**src/rtl/i2cf_pkg.sv**
```systemverilog
package i2cf_pkg;
    // register byte addresses
    localparam logic [7:0] ADR_CAPS  = 8'h00;
    localparam logic [7:0] ADR_CTRL  = 8'h04;
    localparam logic [7:0] ADR_STAT  = 8'h08;
    localparam logic [7:0] ADR_IEN   = 8'h0C;
    localparam logic [7:0] ADR_WMARK = 8'h10;
    localparam logic [7:0] ADR_FILL  = 8'h14;
    localparam logic [7:0] ADR_TXCMD = 8'h18;
    localparam logic [7:0] ADR_RXDAT = 8'h1C;

    // control bits
    localparam int CT_EN   = 0;
    localparam int CT_SRST = 1;
    localparam int CT_TXFL = 8;
    localparam int CT_RXFL = 9;

    // status bits
    localparam int ST_TXREQ = 0;
    localparam int ST_RXRDY = 1;
    localparam int ST_STOP  = 9;
    localparam int ST_NACK  = 10;
    localparam int ST_ARB   = 11;
    localparam int ST_MBUSY = 24;
    localparam int ST_BBUSY = 25;

    localparam int RX_EMPTY_BIT = 14;
    localparam logic [31:0] IEN_MASK = 32'h0300_0E03;

    localparam int CMD_W = 11;
    localparam int NUM_EVT = 3;
endpackage

```
**src/rtl/i2cf_fifo.sv**
```systemverilog
module i2cf_fifo #(
    parameter int W  = 8,
    parameter int AW = 2
) (
    input  logic          clk,
    input  logic          rst_n,
    input  logic          flush,
    input  logic          push,
    input  logic          pop,
    input  logic [W-1:0]  wdata,
    output logic [W-1:0]  rdata,
    output logic [AW:0]   count,
    output logic          full,
    output logic          empty
);
    localparam int DEPTH = 1 << AW;
    localparam logic [AW:0] FULL_CNT = (AW+1)'(DEPTH);

    typedef struct packed {
        logic [DEPTH-1:0][W-1:0] mem;
        logic [AW-1:0]           wptr;
        logic [AW-1:0]           rptr;
        logic [AW:0]             cnt;
    } fifo_st_t;

    fifo_st_t s_d, s_q;
    logic do_push, do_pop;

    always_comb begin
        s_d     = s_q;
        do_push = push && (s_q.cnt != FULL_CNT);
        do_pop  = pop && (s_q.cnt != '0);
        if (flush) begin
            s_d.wptr = '0;
            s_d.rptr = '0;
            s_d.cnt  = '0;
        end else begin
            if (do_push) begin
                s_d.mem[s_q.wptr] = wdata;
                s_d.wptr          = s_q.wptr + 1'b1;
            end
            if (do_pop) begin
                s_d.rptr = s_q.rptr + 1'b1;
            end
            s_d.cnt = s_q.cnt + {{AW{1'b0}}, do_push} - {{AW{1'b0}}, do_pop};
        end
    end

    always_ff @(posedge clk or negedge rst_n) begin
        if (!rst_n) s_q <= '0;
        else        s_q <= s_d;
    end

    assign rdata = s_q.mem[s_q.rptr];
    assign count = s_q.cnt;
    assign full  = (s_q.cnt == FULL_CNT);
    assign empty = (s_q.cnt == '0);

    p_count_bound_r3: assert property (@(posedge clk) disable iff (!rst_n)
        count <= FULL_CNT);
    p_full_drop_r3: assert property (@(posedge clk) disable iff (!rst_n)
        (full && push && !pop && !flush) |=> full);
    p_flush_empty_r10: assert property (@(posedge clk) disable iff (!rst_n)
        flush |=> empty);
endmodule

```
**src/rtl/i2cf_events.sv**
```systemverilog
module i2cf_events #(
    parameter int N = 3
) (
    input  logic         clk,
    input  logic         rst_n,
    input  logic         wipe,
    input  logic [N-1:0] set,
    input  logic [N-1:0] clr,
    output logic [N-1:0] flags
);
    typedef struct packed {
        logic [N-1:0] flg;
    } evt_st_t;

    evt_st_t e_d, e_q;

    always_comb begin
        e_d = e_q;
        if (wipe) e_d.flg = '0;
        else      e_d.flg = (e_q.flg & ~clr) | set;
    end

    always_ff @(posedge clk or negedge rst_n) begin
        if (!rst_n) e_q <= '0;
        else        e_q <= e_d;
    end

    assign flags = e_q.flg;

    for (genvar i = 0; i < N; i++) begin : g_chk
        p_set_wins_r7: assert property (@(posedge clk) disable iff (!rst_n)
            (set[i] && !wipe) |=> flags[i]);
        p_sticky_hold_r7: assert property (@(posedge clk) disable iff (!rst_n)
            (flags[i] && !clr[i] && !wipe) |=> flags[i]);
        p_wipe_r11: assert property (@(posedge clk) disable iff (!rst_n)
            wipe |=> !flags[i]);
    end
endmodule

```
**src/rtl/i2c_cmd_regfront.sv**
```systemverilog
module i2c_cmd_regfront
    import i2cf_pkg::*;
#(
    parameter int TX_AW = 2,
    parameter int RX_AW = 2
) (
    input  logic              clk,
    input  logic              rst_n,
    input  logic              reg_wr,
    input  logic              reg_rd,
    input  logic [7:0]        reg_addr,
    input  logic [31:0]       reg_wdata,
    output logic [31:0]       reg_rdata,
    output logic              master_en,
    output logic              eng_tx_valid,
    output logic [CMD_W-1:0]  eng_tx_cmd,
    input  logic              eng_tx_pop,
    input  logic              eng_rx_push,
    input  logic [7:0]        eng_rx_byte,
    input  logic              eng_stop_evt,
    input  logic              eng_nack_evt,
    input  logic              eng_arb_evt,
    input  logic              eng_mbusy,
    input  logic              eng_bbusy,
    output logic              irq
);
    localparam int TX_CW = TX_AW + 1;
    localparam int RX_CW = RX_AW + 1;

    typedef struct packed {
        logic        en;
        logic        srst;
        logic [31:0] ien;
        logic [7:0]  tx_wm;
        logic [7:0]  rx_wm;
        logic        mbusy;
        logic        bbusy;
    } regs_t;

    regs_t r_d, r_q;

    logic wr_ctrl, wr_stat, wr_ien, wr_wm, wr_tx, rd_rx;
    logic tx_flush, rx_flush, tx_push;
    logic [TX_CW-1:0] tx_count;
    logic [RX_CW-1:0] rx_count;
    logic             tx_full, tx_empty, rx_full, rx_empty;
    logic [7:0]       rx_head;
    logic [7:0]       tx_cnt8, rx_cnt8;
    logic [NUM_EVT-1:0] evt_set, evt_clr, evt_flags;
    logic [31:0]      status_w;

    // write / read decode
    always_comb begin
        wr_ctrl = reg_wr && (reg_addr == ADR_CTRL);
        wr_stat = reg_wr && (reg_addr == ADR_STAT);
        wr_ien  = reg_wr && (reg_addr == ADR_IEN);
        wr_wm   = reg_wr && (reg_addr == ADR_WMARK);
        wr_tx   = reg_wr && (reg_addr == ADR_TXCMD);
        rd_rx   = reg_rd && (reg_addr == ADR_RXDAT);
    end

    // next-state of the configuration registers
    always_comb begin
        r_d       = r_q;
        r_d.mbusy = eng_mbusy;
        r_d.bbusy = eng_bbusy;
        if (wr_ctrl) begin
            r_d.en   = reg_wdata[CT_EN];
            r_d.srst = reg_wdata[CT_SRST];
        end
        if (wr_ien) begin
            r_d.ien = reg_wdata & IEN_MASK;
        end
        if (r_q.srst) begin
            r_d.tx_wm = '0;
            r_d.rx_wm = '0;
        end else if (wr_wm) begin
            r_d.tx_wm = reg_wdata[7:0];
            r_d.rx_wm = reg_wdata[23:16];
        end
    end

    always_ff @(posedge clk or negedge rst_n) begin
        if (!rst_n) r_q <= '0;
        else        r_q <= r_d;
    end

    // FIFO control strobes
    always_comb begin
        tx_flush = r_q.srst || (wr_ctrl && reg_wdata[CT_TXFL]);
        rx_flush = r_q.srst || (wr_ctrl && reg_wdata[CT_RXFL]);
        tx_push  = wr_tx && !r_q.srst;
    end

    i2cf_fifo #(.W(CMD_W), .AW(TX_AW)) u_txq (
        .clk   (clk),
        .rst_n (rst_n),
        .flush (tx_flush),
        .push  (tx_push),
        .pop   (eng_tx_pop),
        .wdata (reg_wdata[CMD_W-1:0]),
        .rdata (eng_tx_cmd),
        .count (tx_count),
        .full  (tx_full),
        .empty (tx_empty)
    );

    i2cf_fifo #(.W(8), .AW(RX_AW)) u_rxq (
        .clk   (clk),
        .rst_n (rst_n),
        .flush (rx_flush),
        .push  (eng_rx_push),
        .pop   (rd_rx),
        .wdata (eng_rx_byte),
        .rdata (rx_head),
        .count (rx_count),
        .full  (rx_full),
        .empty (rx_empty)
    );

    // sticky events: index 0 stop, 1 nack, 2 arbitration
    always_comb begin
        evt_set = {eng_arb_evt, eng_nack_evt, eng_stop_evt};
        evt_clr = wr_stat ? reg_wdata[ST_ARB:ST_STOP] : '0;
    end

    i2cf_events #(.N(NUM_EVT)) u_evt (
        .clk   (clk),
        .rst_n (rst_n),
        .wipe  (r_q.srst),
        .set   (evt_set),
        .clr   (evt_clr),
        .flags (evt_flags)
    );

    // status word assembly
    always_comb begin
        tx_cnt8  = 8'(tx_count);
        rx_cnt8  = 8'(rx_count);
        status_w = '0;
        status_w[ST_TXREQ]        = (tx_cnt8 <= r_q.tx_wm);
        status_w[ST_RXRDY]        = (rx_cnt8 > r_q.rx_wm);
        status_w[ST_ARB:ST_STOP]  = evt_flags;
        status_w[ST_MBUSY]        = r_q.mbusy;
        status_w[ST_BBUSY]        = r_q.bbusy;
    end

    // read mux
    always_comb begin
        reg_rdata = '0;
        unique case (reg_addr)
            ADR_CAPS:  reg_rdata = {20'b0, 4'(RX_AW), 4'b0, 4'(TX_AW)};
            ADR_CTRL:  reg_rdata = {30'b0, r_q.srst, r_q.en};
            ADR_STAT:  reg_rdata = status_w;
            ADR_IEN:   reg_rdata = r_q.ien;
            ADR_WMARK: reg_rdata = {8'b0, r_q.rx_wm, 8'b0, r_q.tx_wm};
            ADR_FILL:  reg_rdata = {8'b0, rx_cnt8, 8'b0, tx_cnt8};
            ADR_RXDAT: reg_rdata = {17'b0, rx_empty, 6'b0, (rx_empty ? 8'h00 : rx_head)};
            default:   reg_rdata = '0;
        endcase
    end

    assign master_en    = r_q.en;
    assign eng_tx_valid = !tx_empty;
    assign irq          = |(status_w & r_q.ien);

    p_irq_masked_r9: assert property (@(posedge clk) disable iff (!rst_n)
        (r_q.ien == '0) |-> !irq);
    p_rx_empty_read_r5: assert property (@(posedge clk) disable iff (!rst_n)
        (rd_rx && rx_empty && !eng_rx_push) |=> rx_empty);
    p_busy_track_r8: assert property (@(posedge clk) disable iff (!rst_n)
        1'b1 |=> (status_w[ST_MBUSY] == $past(eng_mbusy)));
    p_srst_empty_r11: assert property (@(posedge clk) disable iff (!rst_n)
        r_q.srst |=> (tx_empty && rx_empty));
    p_rx_full_keep_r12: assert property (@(posedge clk) disable iff (!rst_n)
        (rx_full && eng_rx_push && !rd_rx && !rx_flush) |=> rx_full);
endmodule

```
**config.mk**
```make
export PLATFORM = sky130hd
export DESIGN_NAME = i2c_cmd_regfront
export DESIGN_NICKNAME = d
export VERILOG_FILES = /design/src/rtl/i2cf_pkg.sv /design/src/rtl/i2cf_fifo.sv /design/src/rtl/i2cf_events.sv /design/src/rtl/i2c_cmd_regfront.sv
export SDC_FILE = /design/constraint.sdc
export NUM_CORES = 1
export LEC_CHECK = 0
export ABC_CLOCK_PERIOD_IN_PS = 3250
export BUFFER_PORTS_ARGS = -buffer_cell sky130_fd_sc_hd__buf_2
export CORE_MARGIN = 2
export CORE_UTILIZATION = 45
export CTS_CLUSTER_DIAMETER = 40
export DETAILED_ROUTE_END_ITERATION = 16
export GPL_TIMING_DRIVEN = 1
export MAX_ROUTING_LAYER = met4
export PLACE_DENSITY = 0.67
export SLEW_MARGIN = 20
export SYNTH_ARGS = -nofsm -noshare
export SYNTH_HDL_FRONTEND = slang
export SYNTH_HIERARCHICAL = 1
export SYNTH_SLANG_ARGS = --single-unit
```
**constraint.sdc**
```tcl
create_clock -name clk -period 3.25 [get_ports clk]
set_input_delay 0.325 -clock clk [delete_from_list [all_inputs] [get_ports clk]]
set_output_delay 0.325 -clock clk [all_outputs]
set_load 0.02 [all_outputs]
```
==> metrics.csv, run 1 <==
stage,metric,value,unit
status,status,"finished, final reports clean",
worst_setup_path,cp_max_fo,3,
timing,fmax,375.0,MHz
layout,final_common_cell,dfrtp_1,
timing,rsz0062_at_grt,no,
cts,cts_sinks,120,
pwr,power.internal,2.892,mW
grt,antenna_found_initial,0,
die,core_area,14370,sq um
cts,cts_made_buffers,17,
timing,fin_skew,7.601,ps
worst_setup_path,cp_data_arrival_time,2950,ps
grt,grt_pass1_vias,4442,
pwr,pwr-share-comb,8.0,%
die,rows,44,
layout,antenna_cells,0,
cts,clockRootBuffer,clkbuf_16,
placed_design,gp_congestion,0.8049,
die,die_x,124.6,um
timing,finalSetupViolCount,0,
worst_setup_path,criticalPathCategory,in -> reg,
cts,postCtsSetupRepairBufs,0,
pwr,pwr-share-seq,43.0,%
logic_synthesis,yosys_warnings,6,
die,die_area,15520,sq um
die,die_h,124.6,um
worst_setup_path,cp-start-kind,input pin,
worst_setup_path,cp.required,3530,ps
pwr,p_switching,792.3,uW
pwr,vdd_drop_max,0.0003697,V
grt,grt_util_all_layers,19.81,%
worst_setup_path,cp_cell_sequence,buf_2 > or3_1 > nor4_1 > and2_2 > inv_1 > ha_1 > inv_1 > ha_1 > fa_1 > xnor2_1 > nor2_1,
worst_setup_path,worst_r2r_path_depth,11,
layout,fillers,1211,
hold_path,hp-class,in -> reg,
detailed_routing,via_per_inst,5.374,
cts,cts.path.max_buffers,2,
cts,clkLatencyLatePin,410,ps
die,io_pins,105,
timing,fin_setup_tns,0,ps
die,initial_core_util,45.53,%
hold_path,worstHoldPathCells,1,
placed_design,place_hpwl,9931,um
logic_synthesis,netlist_area,6543,sq um
detailed_routing,detail_route.first_pass.iterations,4,
detailed_routing,ant_nets,0,
layout,final_nets,671,
detailed_routing,wl_per_cell,17.99,um
grt,grt_max_degree,79,
placed_design,placed_cells,755,
cts,cts_max_level,4,
grt,grt_overflow,0,
pwr,powerDensity,488.0,nW/um^2
cts,clk_pin_slew_worst_paths,50,ps
detailed_routing,first_iter_violations,248,
timing,relSlewSlack,44.07,%
detailed_routing,routed_wl,14140,um
layout,areaGrowthSynthToFinish,15.39,%
timing,drv_slew,0,
timing,finalCriticalPeriod,2667,ps
layout,design_area,7550,sq um
pwr,p_clk_share,49.0,%
timing,hold_viol,0,
cts,cts_tree,done,
layout,mostFrequentLayoutCells,"dfrtp_1 (120), buf_2 (83), mux2_4 (72)",
detailed_routing,vias,4224,
run,drv_cap,0,
worst_setup_path,max_stage_delay,600,ps
pwr,swShare,21.51,%
logic_synthesis,netlist_instances,510,
worst_setup_path,slowest_stage,nor4_1,
layout,fin_cells,786,
layout,layout-drive-gt1-share,39.20,%
grt,grt_pass1_wl,23520,um
placed_design,portBuffers,84,
timing,period_share,82.06,%
logic_synthesis,syn_area_per_cell,12.83,sq um
pwr,p_leak,3.640,nW
timing,tightest_slew,839.0,ps
placed_design,place_area,6965,sq um
timing,holdWs,18.18,ps
detailed_routing,drc,0,
worst_setup_path,crit_path_end_kind,flop,
## routing by layer
layer,wire [um],GRT usage [%],vias up
met1,6434,26.13,2171
met3,558,4.381,18
met2,6872,30.05,103
li1,-,-,1932
met4,277,7.799,0
met5,0,-,-
## stage by stage
stage	utilization, %	setup slack, ps	total power [mW]
floorplan	-	746.3	1.780
global placement	48.48	327.4	1.885
detailed placement	48.48	195.9	1.900
CTS	52.47	630.6	3.719
global route	52.54	410.3	3.825
finish	52.54	583.0	3.684
## registers in the layout, summed over array words and instances (netlist names)
signal / flops
master_en: 1
r_q: 26
u_evt/flags: 3
u_rxq/count: 3
u_rxq/s_q: 36
u_txq/count: 3
u_txq/s_q: 48
## power groups by stage
stage | combinational, mW | sequential [mW] | clock, mW
after floorplan | 0.185 | 1.60 | 0
after global placement | 0.282 | 1.60 | 0
after detailed placement | 0.293 | 1.61 | 0
after CTS | 0.295 | 1.58 | 1.84
after global routing | 0.323 | 1.59 | 1.91
final | 0.294 | 1.59 | 1.81
## layout make-up
class / instances / area (sq um) / area share [%]
Clock buffer: 26 / 499.2 / 6.613
Clock inverter: 3 / 65.06 / 0.8618
Inverter: 28 / 105.1 / 1.392
Multi-Input combinational cell: 332 / 3139 / 41.58
Sequential cell: 120 / 3003 / 39.77
Tap cell: 184 / 230.2 / 3.049
Timing Repair Buffer: 93 / 508.0 / 6.729
## worst max-delay path, delay by kind of cell
family	cells	cell delay, ps
adders and majority gates	3	830
xor gates and xnor gates	1	160
and+or+nand+nor	4	1430
buffers and inverters	3	210
## final timing paths
kind                                           startpoint                   endpoint  slack, ps
worst min register to register  u_txq/s_q[17]$_DFFE_PN0P_  u_txq/s_q[17]$_DFFE_PN0P_        510
min in group asynchronous                           rst_n   u_txq/s_q[8]$_DFFE_PN0P_        450
worst max register to register   u_rxq/count[1]$_DFF_PN0_   u_rxq/count[2]$_DFF_PN0_        700
worst max-delay path                          reg_addr[5]   u_txq/count[2]$_DFF_PN0_        580
worst min-delay path                            eng_mbusy           r_q[1]$_DFF_PN0_         20
max in group asynchronous                           rst_n  u_rxq/s_q[10]$_DFFE_PN0P_       2000
## repair_timing
action                    in CTS  in global routing
resized for setup              0                  0
hold buffers                   1                  1
hold endpoints to repair      42                  1
No activity file was read; power rests on OpenSTA's default activity.
==> inputs of run 2 (changes only) <==
--- a/config.mk
+++ b/config.mk
@@ -5,7 +5,7 @@
 export SDC_FILE = /design/constraint.sdc
 export NUM_CORES = 1
 export LEC_CHECK = 0
-export ABC_CLOCK_PERIOD_IN_PS = 3250
+export ABC_CLOCK_PERIOD_IN_PS = 2320
 export BUFFER_PORTS_ARGS = -buffer_cell sky130_fd_sc_hd__buf_2
 export CORE_MARGIN = 2
 export CORE_UTILIZATION = 45
@@ -13,7 +13,7 @@
 export DETAILED_ROUTE_END_ITERATION = 16
 export GPL_TIMING_DRIVEN = 1
 export MAX_ROUTING_LAYER = met4
-export PLACE_DENSITY = 0.67
+export PLACE_DENSITY = 0.69
 export SLEW_MARGIN = 20
 export SYNTH_ARGS = -nofsm -noshare
 export SYNTH_HDL_FRONTEND = slang
==> constraint.sdc (replaced) <==
create_clock -name clk -period 2.32 [get_ports clk]
set_input_delay 0.232 -clock clk [delete_from_list [all_inputs] [get_ports clk]]
set_output_delay 0.232 -clock clk [all_outputs]
set_load 0.02 [all_outputs]
==> run 2 against run 1 <==
  * The run now ends with negative setup slack left
  * Cell count rose by 5.0%
  * Global-route usage increased by 0.80 points
  * Clock power increased by 34%
  * Via count grew 3.1%
  * Core utilization is 3.6 points higher
==> metrics.csv, run 2 (synthesis gave the netlist of run 1 again) <==
stage,metric,value,unit
timing,drv_slew,0,
die,die_area,15520,sq um
detailed_routing,vias,4355,
timing,hold_viol,0,
placed_design,gp_congestion,0.8208,
worst_setup_path,slowest_stage,or3b_4,
layout,largest_register,u_txq/s_q,
layout,mostFrequentLayoutCells,"dfrtp_1 (118), buf_2 (80), mux2_4 (72)",
worst_setup_path,crit_buf_inv,3,
cts,cts_made_buffers,17,
cts,clk_pin_slew_worst_paths,60,ps
cts,clockRootBuffer,clkbuf_16,
pwr,swShare,23.09,%
worst_setup_path,criticalPathCategory,reg -> reg,
pwr,p_switching,1.176,mW
timing,fmax,419.6,MHz
status,violations,negative setup slack,
run,drv_cap,0,
grt,grt_util_all_layers,20.61,%
placed_design,place_hpwl,10470,um
detailed_routing,detail_route.first_pass.iterations,4,
cts,cts.path.max_buffers,2,
layout,fillers,1156,
pwr,power.internal,3.918,mW
timing,fin_ws,-63.31,ps
timing,fin_skew,8.047,ps
timing,tightest_slew,602.1,ps
pwr,p_clk_share,47.7,%
worst_setup_path,cp_data_arrival_time,2710,ps
detailed_routing,wl_per_cell,18.16,um
cts,clkLatencyLatePin,420,ps
grt,grt_pass1_wl,24260,um
pwr,vdd_drop_max,0.0005068,V
grt,grt_overflow,0,
die,die_x,124.6,um
detailed_routing,first_iter_violations,192,
die,initial_core_util,45.53,%
layout,largest_reg_flops,48,
worst_setup_path,crit_path_end_kind,flop,
detailed_routing,drc,0,
layout,register_area,3005,sq um
layout,final_common_cell,dfrtp_1,
timing,holdWs,38.76,ps
timing,finalSetupViolCount,1,
status,status,"complete, but fails checks",
grt,use_met3,5.498,%
grt,grt_max_degree,52,
placed_design,placed_cells,782,
pwr,powerDensity,631.4,nW/um^2
worst_setup_path,cp_cell_sequence,or3b_4 > and2_4 > inv_4 > ha_4 > inv_4 > ha_4 > inv_2 > fa_2 > xor2_2 > and2_1 > nor3_1,
timing,relSlewSlack,59.86,%
worst_setup_path,cp.required,2650,ps
layout,fin_cells,825,
grt,antenna_found_initial,0,
cts,cts_sinks,120,
timing,period_share,102.7,%
die,die_h,124.6,um
detailed_routing,ant_nets,0,
cts,cts_tree,done,
layout,antenna_cells,0,
die,rows,44,
grt,met2_usage,33.56,%
layout,top_regs,"u_txq/s_q (48), u_rxq/s_q (36), r_q (26)",
die,core_area,14370,sq um
layout,layout-drive-gt1-share,46.96,%
timing,finalCriticalPeriod,2383,ps
worst_setup_path,cp-start-kind,flop,
worst_setup_path,critical_path.top_delay_family,simple AND/OR/NAND/NOR gates,
placed_design,post-place-ws,-213.9,ps
pwr,pwr-share-comb,8.8,%
hold_path,hp-class,in -> reg,
pwr,pwr-share-seq,43.5,%
grt,use_met1,25.07,%
worst_setup_path,cp_max_fo,3,
layout,multi_input_area,3308,sq um
placed_design,portBuffers,84,
grt,top_usage_layer,met2,
cts,cts_max_level,4,
timing,rsz0062_at_grt,yes,
layout,post-route-util,56.16,%
grt,grt_pass1_vias,4610,
die,io_pins,105,
pwr,p_leak,3.824,nW
worst_setup_path,max_stage_delay,420,ps
layout,final_nets,708,
layout,areaGrowthSynthToFinish,23.33,%
detailed_routing,routed_wl,14980,um
detailed_routing,via_per_inst,5.279,
## run 2: worst paths after layout
path / start / endpoint / slack [ps] / cells past startpoint
max: u_rxq/count[1]$_DFF_PN0_ / u_rxq/count[2]$_DFF_PN0_ / -60 / 11
min: eng_nack_evt / u_evt/flags[1]$_DFF_PN0_ / 40 / 3
max reg2reg: u_rxq/count[1]$_DFF_PN0_ / u_rxq/count[2]$_DFF_PN0_ / -60 / 11
min reg2reg: u_txq/s_q[35]$_DFFE_PN0P_ / u_txq/s_q[35]$_DFFE_PN0P_ / 500 / 1
max in group asynchronous: rst_n / u_txq/s_q[14]$_DFFE_PN0P_ / 1340 / 3
min in group asynchronous: rst_n / u_txq/s_q[8]$_DFFE_PN0P_ / 280 / 2
## run 2: metal layers
metal | vias to the layer above | part of all wire [%]
met5 | - | 0
met4 | 0 | 2.3
met3 | 26 | 3.7
met2 | 97 | 50
met1 | 2227 | 44
li1 | 2005 | -
## run 2: metrics by stage
| step | TNS, ps | cell area, sq um | power [mW] |
|---|---|---|---|
| CTS | -21.99 | 7891 | 5.141 |
| global route | -276.2 | 8069 | 5.303 |
| detailed placement | -11750 | 7228 | 2.680 |
| global placement | -9415 | 7228 | 2.661 |
| floorplan | 0 | 6586 | 2.495 |
| finish | -63.31 | 8069 | 5.095 |
## run 2: cell type report
class                           count  share of cell area [%]
Clock buffer                       24                   5.846
Clock inverter                      7                  0.8839
Inverter                           28                   1.365
Multi-Input combinational cell    332                   41.00
Sequential cell                   120                   37.25
Tap cell                          184                   2.853
Timing Repair Buffer              130                   10.81
## run 2: power by group through the flow
| stage | clock network (mW) | logic, mW | registers (mW) |
|---|---|---|---|
| finish | 2.43 | 0.449 | 2.22 |
| global route | 2.59 | 0.489 | 2.22 |
| CTS | 2.49 | 0.438 | 2.22 |
| detailed placement | 0 | 0.431 | 2.25 |
| global placement | 0 | 0.417 | 2.24 |
| floorplan | 0 | 0.260 | 2.24 |
## run 2: tightest hold or removal path, stage by stage
cell and delay [ps]:
buf_2 90, inv_1 40, a21oi_1 50
## run 2: timing repair
action / in CTS / in global routing
resized for setup: 19 / 25
buffers inserted: 1 / 9
hold buffers: 3 / 0
pin swaps: 4 / 16
endpoints found under the setup margin: 10 / 12
endpoints found under the hold margin: 26 / 0
==> inputs of run 3 (changes only) <==
--- a/config.mk
+++ b/config.mk
@@ -5,9 +5,10 @@
 export SDC_FILE = /design/constraint.sdc
 export NUM_CORES = 1
 export LEC_CHECK = 0
+export ABC_AREA = 1
 export ABC_CLOCK_PERIOD_IN_PS = 2320
 export BUFFER_PORTS_ARGS = -buffer_cell sky130_fd_sc_hd__buf_2
-export CORE_MARGIN = 2
+export CORE_MARGIN = 4
 export CORE_UTILIZATION = 45
 export CTS_CLUSTER_DIAMETER = 40
 export DETAILED_ROUTE_END_ITERATION = 16
==> run 3 against run 2 <==
  * Routed wire length increased by 24%
  * Hold slack got worse by 28 ps
  * Count of clock-buffer cells in the layout unchanged
  * Global-route usage increased by 2.7 points
  * Worst setup slack improved by 150 ps
  * Sequential cell count unchanged
  * The flow now finishes without violations
  * Register-to-register slack improved by 220 ps
==> metrics.csv, run 3 <==
stage,metric,value,unit
die,die_h,129.9,um
timing,fin_ws,90.11,ps
die,rows,44,
run,drv_cap,0,
pwr,powerDensity,952.6,nW/um^2
die,initial_core_util,46.04,%
logic_synthesis,netlist_area,6691,sq um
grt,grt_pass1_vias,5939,
detailed_routing,vias,6259,
detailed_routing,wl_per_cell,16.06,um
placed_design,place_hpwl,12320,um
die,die_x,129.9,um
hold_path,hp-class,in -> reg,
worst_setup_path,criticalPathCategory,reg -> out,
worst_setup_path,cp-start-kind,flop,
timing,fmax,448.5,MHz
timing,fin_setup_tns,0,ps
layout,fin_cells,1153,
timing,hold_viol,0,
die,die_area,16880,sq um
cts,clk_pin_slew_worst_paths,50,ps
worst_setup_path,cp_data_arrival_time,2000,ps
logic_synthesis,syn_area_per_cell,7.745,sq um
layout,antenna_cells,0,
cts,cts_max_level,4,
pwr,vdd_drop_max,0.0005393,V
timing,relSlewSlack,57.24,%
cts,clkLatencyLatePin,410,ps
placed_design,placed_cells,1117,
timing,fin_skew,7.273,ps
layout,top_regs,"u_txq/s_q (48), u_rxq/s_q (36), r_q (26)",
worst_setup_path,slowest_stage,dfrtp_1,
layout,final_common_cell,nand2_1,
die,io_pins,105,
detailed_routing,routed_wl,18520,um
placed_design,portBuffers,84,
logic_synthesis,yosys_warnings,6,
layout,mostFrequentLayoutCells,"nand2_1 (268), dfrtp_1 (117), nand4_1 (82)",
placed_design,gp_congestion,0.8423,
worst_setup_path,cp_max_fo,6,
cts,cts_sinks,120,
cts,cts_made_buffers,17,
layout,layout-drive-gt1-share,17.96,%
layout,final_nets,1038,
worst_setup_path,cp_cell_sequence,ha_1 > nand2_1 > nor2_1 > nor3_1 > buf_4 > nand3_1 > nand3_1 > buf_4,
layout,largest_reg_flops,48,
timing,finalCriticalPeriod,2230,ps
logic_synthesis,netlist_instances,864,
grt,grt_max_degree,47,
grt,grt_util_all_layers,23.30,%
die,core_area,14530,sq um
layout,largest_register,u_txq/s_q,
pwr,p_leak,4.302,nW
timing,finalSetupViolCount,0,
worst_setup_path,cp.required,2090,ps
worst_setup_path,crit_buf_inv,2,
cts,cts_tree,done,
grt,grt_overflow,0,
detailed_routing,via_per_inst,5.428,
detailed_routing,detail_route.first_pass.iterations,6,
worst_setup_path,max_stage_delay,470,ps
timing,tightest_slew,639.5,ps
placed_design,post-place-ws,-31.14,ps
worst_setup_path,crit_path_end_kind,output pin,
timing,drv_slew,0,
detailed_routing,ant_nets,0,
status,status,"finished, final reports clean",
detailed_routing,drc,0,
cts,cts.path.max_buffers,2,
cts,clockRootBuffer,clkbuf_16,
layout,areaGrowthSynthToFinish,18.06,%
detailed_routing,first_iter_violations,691,
grt,grt_pass1_wl,29880,um
timing,period_share,96.12,%
worst_setup_path,critical_path.top_delay_family,simple AND/OR/NAND/NOR gates,
grt,antenna_found_initial,0,
## run 3: worst paths after layout
| path | from | end | slack (ps) | cells after the start |
|---|---|---|---|---|
| min in group asynchronous | rst_n | u_txq/s_q[16]$_DFFE_PN0P_ | 320 | 2 |
| hold / removal | reg_wdata[21] | r_q[7]$_DFFE_PN0P_ | 10 | 3 |
| max in group asynchronous | rst_n | u_rxq/s_q[4]$_DFFE_PN0P_ | 1350 | 3 |
| setup reg to reg | r_q[50]$_DFFE_PN0P_ | u_txq/count[2]$_DFF_PN0_ | 160 | 8 |
| setup / recovery | u_rxq/count[2]$_DFF_PN0_ | irq | 90 | 8 |
| hold reg to reg | u_rxq/s_q[24]$_DFFE_PN0P_ | u_rxq/s_q[24]$_DFFE_PN0P_ | 470 | 2 |
## run 3: report_power, final
part / leakage [nW] / internal (mW) / total [mW] / switching, mW
Sequential: 1.58 / 2.49 / 2.80 / 0.309
Clock: 0.249 / 1.39 / 2.28 / 0.890
Combinational: 2.47 / 0.857 / 2.45 / 1.59
Total: 4.30 / 4.73 / 7.53 / 2.79
## run 3: layout make-up
cell class	instances	area (sq um)
Inverter	77	289.0
Tap cell	184	230.2
Sequential cell	120	3007
Multi-Input combinational cell	616	3054
Fill cell	1377	6634
Clock buffer	24	471.7
Timing Repair Buffer	127	823.3
Clock inverter	5	25.02
## run 3: per-stage QoR
stage / area (sq um) / power [mW] / util [%] / hold WS, ps
3_3_place_gp: 7310 / 5.157 / 50.29 / 228.0
2_1_floorplan: 6731 / 4.490 / - / -63.59
6_report: 7900 / 7.525 / 54.36 / 10.32
3_5_place_dp: 7310 / 5.207 / 50.29 / 229.0
4_1_cts: 7866 / 7.503 / 54.12 / 1.438
5_1_grt: 7900 / 8.004 / 54.36 / 5.401
## run 3: repair_timing
action / CTS / global route
setup endpoints to repair: 1 / 10
gates resized for setup: 1 / 11
hold buffers: 6 / 0
buffers inserted: 0 / 1
pin swaps: 0 / 1
cloned: 0 / 0
endpoints found under the hold margin: 37 / 0
## run 3: per-layer routing
metal / track usage (%) / vias to the layer above / wire length (um) / part of all wire, %
met2: 33.39 / 236 / 8150 / 44
met5: - / - / 0 / 0
met4: 8.068 / 0 / 375 / 2.0
met3: 4.503 / 34 / 1279 / 6.9
met1: 33.18 / 2980 / 8717 / 47
li1: - / 3009 / - / -
## run 3: tightest hold or removal path, cell delays in order
cell     delay, ps
buf_2           70
nand2_1         40
nand2_1         50
